--- config.mk ---
export PLATFORM = sky130hd
export DESIGN_NAME = divcode_settle_filter
export DESIGN_NICKNAME = d
export VERILOG_FILES = /design/src/rtl/dcf_pkg.sv /design/src/rtl/dcf_limit_calc.sv /design/src/rtl/dcf_candidate_tracker.sv /design/src/rtl/dcf_settle_counter.sv /design/src/rtl/dcf_publish_ctrl.sv /design/src/rtl/divcode_settle_filter.sv
export SDC_FILE = /design/constraint.sdc
export NUM_CORES = 1
export LEC_CHECK = 0
export ABC_CLOCK_PERIOD_IN_PS = 2900
export BUFFER_PORTS_ARGS = -buffer_cell sky130_fd_sc_hd__buf_2
export CORE_MARGIN = 8
export CORE_UTILIZATION = 40
export DETAILED_ROUTE_END_ITERATION = 16
export SLEW_MARGIN = 20
export SYNTH_ARGS = -nofsm -noshare
export SYNTH_HDL_FRONTEND = slang
export SYNTH_SLANG_ARGS = --single-unit
--- constraint.sdc ---
create_clock -name clk -period 2.9 [get_ports clk]
set_input_delay 0.29 -clock clk [delete_from_list [all_inputs] [get_ports clk]]
set_output_delay 0.29 -clock clk [all_outputs]
set_load 0.02 [all_outputs]
--- src/rtl/dcf_pkg.sv ---
// Package: shared types and sizing helpers for the divider code filter.
// Assumes: callers pass positive widths and a settle scale of at least 1.
package dcf_pkg;

    // Phases of the publishing controller.
    typedef enum logic [1:0] {
        DCF_BOOT = 2'd0,   // waiting for the first sample after reset
        DCF_IDLE = 2'd1,   // candidate equals effective code
        DCF_QUAL = 2'd2    // a differing candidate is being timed
    } dcf_phase_e;

    // Width needed to hold the largest settle limit for a given code width.
    function automatic int unsigned dcf_count_width(
        input int unsigned code_w,
        input int unsigned scale,
        input int unsigned offset
    );
        int unsigned max_limit;
        max_limit = scale * (((1 << code_w) - 1) + offset);
        return $clog2(max_limit + 1);
    endfunction

endpackage

--- src/rtl/dcf_limit_calc.sv ---
// Module: dcf_limit_calc
// Computes the settle limit SCALE * (code + OFFSET) for the current candidate.
// Assumes: CNT_W is wide enough for the largest code (sized by the top).
// A power-of-two SCALE turns into a shift; any other value uses a multiplier.
module dcf_limit_calc #(
    parameter int unsigned CODE_W = 4,
    parameter int unsigned SCALE  = 16,
    parameter int unsigned OFFSET = 6,
    parameter int unsigned CNT_W  = 9
) (
    input  logic [CODE_W-1:0] code,
    output logic [CNT_W-1:0]  limit
);

    localparam bit          SCALE_IS_POW2 = (SCALE != 0) && ((SCALE & (SCALE - 1)) == 0);
    localparam int unsigned SCALE_SHIFT   = (SCALE > 1) ? $clog2(SCALE) : 0;

    logic [CNT_W-1:0] biased;

    // Widen the code and add the fixed offset.
    always_comb begin
        biased = CNT_W'(code) + CNT_W'(OFFSET);
    end

    generate
        if (SCALE_IS_POW2) begin : g_shift
            // Scale by shifting when the factor is a power of two.
            always_comb begin
                limit = biased << SCALE_SHIFT;
            end
        end else begin : g_mult
            // Scale by a general multiply otherwise.
            always_comb begin
                limit = biased * CNT_W'(SCALE);
            end
        end
    endgenerate

endmodule

--- src/rtl/dcf_candidate_tracker.sv ---
// Module: dcf_candidate_tracker
// Holds the candidate code and flags a restart whenever a ticked sample
// differs from it. Loads the raw code directly while the controller boots.
// Assumes: raw_code is already synchronous to clk.
module dcf_candidate_tracker #(
    parameter int unsigned CODE_W = 4
) (
    input  logic              clk,
    input  logic              rst_n,
    input  logic              load,
    input  logic              tick,
    input  logic [CODE_W-1:0] raw_code,
    output logic [CODE_W-1:0] cand,
    output logic              restart
);

    logic [CODE_W-1:0] cand_q;

    // A ticked sample that disagrees with the candidate starts a new candidate.
    always_comb begin
        restart = tick && !load && (raw_code != cand_q);
    end

    // Candidate register: loaded at boot, replaced on restart.
    always_ff @(posedge clk) begin
        if (!rst_n) begin
            cand_q <= '0;
        end else if (load || restart) begin
            cand_q <= raw_code;
        end
    end

    assign cand = cand_q;

    // an untimed edge outside boot leaves the candidate untouched.
    assert_cand_hold_untimed_R6: assert property (@(posedge clk) disable iff (!rst_n)
        ($past(rst_n) && !$past(tick) && !$past(load)) |-> $stable(cand_q));

endmodule

--- src/rtl/dcf_settle_counter.sv ---
// Module: dcf_settle_counter
// Counts ticked edges on which the candidate held. Raises done on the edge
// that completes the limit, then returns to zero.
// Assumes: limit is at least 1 and changes only together with clear.
module dcf_settle_counter #(
    parameter int unsigned CNT_W = 9
) (
    input  logic             clk,
    input  logic             rst_n,
    input  logic             clear,
    input  logic             advance,
    input  logic [CNT_W-1:0] limit,
    output logic             done
);

    logic [CNT_W-1:0] cnt_q;
    logic [CNT_W-1:0] cnt_inc;

    // Next count value and completion detect.
    always_comb begin
        cnt_inc = cnt_q + 1'b1;
        done    = advance && !clear && (cnt_inc == limit);
    end

    // Counter register: cleared on restart, idle or completion.
    always_ff @(posedge clk) begin
        if (!rst_n || clear || done) begin
            cnt_q <= '0;
        end else if (advance) begin
            cnt_q <= cnt_inc;
        end
    end

    // the count never reaches the limit of the candidate being timed.
    assert_count_below_limit_R3: assert property (@(posedge clk) disable iff (!rst_n)
        cnt_q < limit);

endmodule

--- src/rtl/dcf_publish_ctrl.sv ---
// Module: dcf_publish_ctrl
// Phase machine and output registers. It loads the effective code at boot,
// publishes a qualified candidate with a one-cycle strobe, and cancels when
// the raw code comes back to the published value.
// Assumes: restart and done come from the tracker and counter of the same top.
module dcf_publish_ctrl #(
    parameter int unsigned CODE_W = 4
) (
    input  logic              clk,
    input  logic              rst_n,
    input  logic [CODE_W-1:0] raw_code,
    input  logic [CODE_W-1:0] cand,
    input  logic              restart,
    input  logic              done,
    output logic              load,
    output logic              timing,
    output logic [CODE_W-1:0] eff_code,
    output logic              upd_strobe
);
    import dcf_pkg::*;

    dcf_phase_e        phase_q, phase_d;
    logic [CODE_W-1:0] eff_q;
    logic              strobe_q;

    // Next-phase decision.
    always_comb begin
        phase_d = phase_q;
        case (phase_q)
            DCF_BOOT: phase_d = DCF_IDLE;
            DCF_IDLE: if (restart) phase_d = DCF_QUAL;
            DCF_QUAL: begin
                if (restart && (raw_code == eff_q)) phase_d = DCF_IDLE;
                else if (done)                      phase_d = DCF_IDLE;
            end
            default:  phase_d = DCF_BOOT;
        endcase
    end

    // Phase register.
    always_ff @(posedge clk) begin
        if (!rst_n) phase_q <= DCF_BOOT;
        else        phase_q <= phase_d;
    end

    // Effective code: raw value at boot, candidate on completion.
    always_ff @(posedge clk) begin
        if (!rst_n)                  eff_q <= '0;
        else if (phase_q == DCF_BOOT) eff_q <= raw_code;
        else if (done)               eff_q <= cand;
    end

    // Update strobe: one cycle after each publication.
    always_ff @(posedge clk) begin
        if (!rst_n) strobe_q <= 1'b0;
        else        strobe_q <= done && (phase_q == DCF_QUAL);
    end

    assign load       = (phase_q == DCF_BOOT);
    assign timing     = (phase_q == DCF_QUAL);
    assign eff_code   = eff_q;
    assign upd_strobe = strobe_q;

    // the value loaded when reset ends is the raw sample, with no strobe.
    assert_boot_load_raw_R2: assert property (@(posedge clk) disable iff (!rst_n)
        ($past(rst_n) && $past(phase_q) == DCF_BOOT) |-> (eff_q == $past(raw_code) && !strobe_q));

    // a strobe always marks a real change of the effective code.
    assert_strobe_means_change_R7: assert property (@(posedge clk) disable iff (!rst_n)
        strobe_q |-> (eff_q != $past(eff_q)));

    // outside the boot load, no change without the strobe.
    assert_change_needs_strobe_R7: assert property (@(posedge clk) disable iff (!rst_n)
        ($past(rst_n) && $past(phase_q) != DCF_BOOT && !$stable(eff_q)) |-> strobe_q);

    // the strobe never lasts two cycles.
    assert_strobe_single_R7: assert property (@(posedge clk) disable iff (!rst_n)
        strobe_q |=> !strobe_q);

    // the published value is the one the raw input held on the last edge.
    assert_no_intermediate_R8: assert property (@(posedge clk) disable iff (!rst_n)
        strobe_q |-> (eff_q == $past(raw_code)));

    // while idle, the candidate matches the published code.
    assert_idle_matches_R9: assert property (@(posedge clk) disable iff (!rst_n)
        (phase_q == DCF_IDLE) |-> (cand == eff_q));

    // a return to the published value cancels with no update.
    assert_cancel_no_update_R5: assert property (@(posedge clk) disable iff (!rst_n)
        ($past(rst_n) && $past(phase_q) == DCF_QUAL && $past(restart)
         && $past(raw_code) == $past(eff_q)) |-> (!strobe_q && phase_q == DCF_IDLE));

endmodule

--- src/rtl/divcode_settle_filter.sv ---
// Module: divcode_settle_filter (top)
// Filters a continuously sampled divider code. A differing value must hold
// for SCALE * (value + OFFSET) ticks before it becomes the effective code.
// Assumes: tick is a one-cycle enable synchronous to clk; raw_code is synchronous.
module divcode_settle_filter #(
    parameter int unsigned CODE_W = 4,
    parameter int unsigned SCALE  = 16,
    parameter int unsigned OFFSET = 6
) (
    input  logic              clk,
    input  logic              rst_n,
    input  logic              tick,
    input  logic [CODE_W-1:0] raw_code,
    output logic [CODE_W-1:0] eff_code,
    output logic              upd_strobe
);
    import dcf_pkg::*;

    localparam int unsigned CNT_W = dcf_count_width(CODE_W, SCALE, OFFSET);

    logic [CODE_W-1:0] cand;
    logic              restart;
    logic              load;
    logic              timing;
    logic              done;
    logic              cnt_clear;
    logic              cnt_advance;
    logic [CNT_W-1:0]  limit;

    // Counter control: time only ticked, unchanged samples while qualifying.
    always_comb begin
        cnt_clear   = restart || !timing;
        cnt_advance = tick && timing;
    end

    dcf_candidate_tracker #(.CODE_W(CODE_W)) u_tracker (
        .clk      (clk),
        .rst_n    (rst_n),
        .load     (load),
        .tick     (tick),
        .raw_code (raw_code),
        .cand     (cand),
        .restart  (restart)
    );

    dcf_limit_calc #(
        .CODE_W (CODE_W),
        .SCALE  (SCALE),
        .OFFSET (OFFSET),
        .CNT_W  (CNT_W)
    ) u_limit (
        .code  (cand),
        .limit (limit)
    );

    dcf_settle_counter #(.CNT_W(CNT_W)) u_counter (
        .clk     (clk),
        .rst_n   (rst_n),
        .clear   (cnt_clear),
        .advance (cnt_advance),
        .limit   (limit),
        .done    (done)
    );

    dcf_publish_ctrl #(.CODE_W(CODE_W)) u_ctrl (
        .clk        (clk),
        .rst_n      (rst_n),
        .raw_code   (raw_code),
        .cand       (cand),
        .restart    (restart),
        .done       (done),
        .load       (load),
        .timing     (timing),
        .eff_code   (eff_code),
        .upd_strobe (upd_strobe)
    );

    // a publication only follows a ticked edge.
    assert_strobe_after_tick_R6: assert property (@(posedge clk) disable iff (!rst_n)
        upd_strobe |-> $past(tick));

endmodule

==> impl_metrics.py <==
metrics = {
    "outcome": {
        "outcome": "finished, final reports clean",
    },
    "sta": {
        "hold_violations": 0,
        "maxSlewHeadroom": 0.564,
        "maxSlewViolCount": 0,
        "finalSetupViolations": 0,
        "tns_ns": 0,
        "tightest_slew_ns": 0.645,
        "rsz0062_at_grt": "no",
        "finalClockSkew_ns": 0.00410,
        "min_period_ns": 2.56,
        "period_share": 0.881,
        "max_freq_ghz": 0.391,
    },
    "setup_path": {
        "cp_max_fo": 9,
        "worstSetupStartpointType": "flip-flop",
        "critical_path_class": "reg -> reg",
        "worstPathRequired_ns": 3.10,
        "cp_data_arrival_time_ns": 2.76,
        "reg2reg_slack_ns": 0.34,
        "setup.worst_path.end_class": "flip-flop",
    },
    "die": {
        "coreArea_mm2": 0.00323,
        "die_height_um": 73.3,
        "pin_count": 12,
        "fp-row-count": 21,
        "start_util": 0.406,
        "dieArea_mm2": 0.00537,
        "dieWidth_um": 73.3,
    },
    "logic_synthesis": {
        "netlist_top_cells_area": "dfxtp_1 31%, xnor2_1 10%, xor2_1 7.3%, nor2_1 6.3%, nand4_1 4.3%",
        "syn_nets": 163,
        "synthArstFlopShare": 0,
        "synth_edf_count": 0,
        "ys_ff_latch": 20,
        "ys_seq_area_frac": 0.305,
        "netlist.area_leader.share": 0.305,
        "netlist_area_mm2": 0.00131,
        "syn-mean-instance-area_um2": 8.58,
        "yosysWarnings": 0,
        "synth_cell_types": 40,
        "synth-main-ff-cell": "dfxtp_1",
        "yosysTopAreaCell": "dfxtp_1",
        "synthCells": 153,
    },
    "drt": {
        "drc": 0,
        "vias": 1094,
        "final_antenna_net_count": 0,
        "drt_wl_total_um": 2810,
        "routed_via_density": 5.23,
        "drt_first_iter_violations": 40,
        "drt-pass1-iter-count": 4,
        "avgRoutedWirePerCell_um": 13.4,
    },
    "clock_tree": {
        "hold_buffers": 0,
        "root_buffer": "clkbuf_4",
        "cts_sinks": 20,
        "cts_resized": 0,
        "tritoncts": "yes",
        "cts_setup_buffers": 0,
        "htreeDepth": 1,
        "cts_made_buffers": 3,
        "clock_latency_ns": 0.31,
        "cts_buffer_depth": 2,
        "path_clk_slew_ns": 0.12,
    },
    "power": {
        "vdd_drop_max_mv": 0.280,
        "leakagePower_uw": 0.000516,
        "power_uw": 657,
        "powerDensity_mw_per_mm2": 452,
    },
    "global_route": {
        "grt_max_degree": 13,
        "gr-usage-all-layers": 0.116,
        "grt_overflow": 0,
        "antenna_found_initial": 0,
        "grt_pass1_vias": 1066,
        "grt_first_pass_wirelength_um": 4930,
    },
    "placed_design": {
        "gp_congestion": 0.818,
        "hpwl_um": 2230,
        "place.port_buffers": 11,
    },
    "hold_path": {
        "worstHoldPathType": "in -> reg",
    },
    "cells_and_area": {
        "drive_above_1_share": 0.172,
        "nNetsFinal": 174,
        "area_delta_synth_final_pct": 10.7,
        "antenna_cells": 0,
    },
    "job": {
        "max-cap-violations": 0,
    },
}
==> report_power, final <==
group          switching [µW]  leakage [µW]  internal (µW)
registers                16.6      0.000164            288
logic                    69.6      0.000324           49.1
clock network            93.9     0.0000279            140
total                     180      0.000516            477
==> cell type report <==
type	count	area [µm²]
Fill cell	328	1780
Multi-Input combinational cell	122	861
Sequential cell	20	400
Timing Repair Buffer	12	62.6
Tap cell	46	57.6
Clock inverter	1	30.0
Clock buffer	3	22.5
Inverter	5	18.8
==> flip-flops by register name (all words and copies together), names as in the netlist <==
| name | flops |
|---|---|
| u_ctrl.phase_q | 2 |
| u_tracker.cand | 4 |
| u_counter.cnt_q | 9 |
| u_ctrl.upd_strobe | 1 |
| u_ctrl.eff_code | 4 |
==> Yosys cell counts, types with 3 or more instances <==
cell and instances:
a31oi_1 3, nand3_1 8, o31ai_1 3, a21oi_1 6, o21ai_0 6, dfxtp_1 20
xor2_1 11, inv_1 5, nor3_1 4, xnor2_1 15, nand4_1 9, nor2_1 22
ha_1 3, nand2_1 8
==> placed cells by master (no fill, tap or decap), drive strengths merged, types with 4 or more instances in the layout <==
cell type | netlist | layout
buf | 2 | 12
nor3 | 4 | 4
nand2 | 8 | 8
inv | 5 | 5
dfxtp | 20 | 20
nor2 | 22 | 22
o21ai | 6 | 6
xor2 | 11 | 11
a21oi | 6 | 6
nand3 | 9 | 9
nand4 | 9 | 9
xnor2 | 15 | 15
o31ai | 4 | 4
==> per-stage QoR <==
stage | cell area, µm² | utilization | std cells | hold WS (ns) | setup WS [ns]
2_1_floorplan | 1310 | - | 153 | 0.429 | 0.594
3_3_place_gp | 1400 | 0.433 | 205 | 0.510 | 0.445
3_5_place_dp | 1400 | 0.433 | 205 | 0.516 | 0.351
4_1_cts | 1450 | 0.449 | 209 | 0.280 | 0.333
5_1_grt | 1450 | 0.449 | 209 | 0.279 | 0.147
6_report | 1450 | 0.449 | 209 | 0.284 | 0.345
==> final timing paths <==
path / start / cells past startpoint / endpoint
setup / recovery: u_tracker.cand[1] / 8 / u_counter.cnt_q[7]
hold / removal: raw_code[2] / 3 / u_tracker.cand[2]
setup reg to reg: u_tracker.cand[1] / 8 / u_counter.cnt_q[7]
hold reg to reg: u_counter.cnt_q[1] / 2 / u_counter.cnt_q[1]
==> kinds of logic after synthesis <==
group                      count (synthesis)  share of synthesized area
and+or+nand+nor                           62                      0.244
DFF                                       20                      0.305
AOI/OAI and AO/OA                         28                      0.177
adders and majority gates                  3                     0.0286
muxes                                      2                     0.0153
buffers and inverters                     11                     0.0391
xor gates and xnor gates                  27                      0.191
==> worst max-delay path, stage by stage, from the launching register on <==
cell and delay, ns:
dfxtp_1 0.45, inv_1 0.12, ha_1 0.31, xor2_1 0.15, or3_4 0.35, a2111oi_4 0.43, o31ai_2 0.20, o211ai_4 0.34
nor2_1 0.09
==> layer usage <==
metal  GRT usage  share of wire  vias up
met1       0.142           0.47      508
met3      0.0382          0.046        2
met4      0.0156         0.0064        0
li1            -              -      564
met2       0.196           0.48       20
met5           0              0        -
Power figures use the tool's default switching activity.
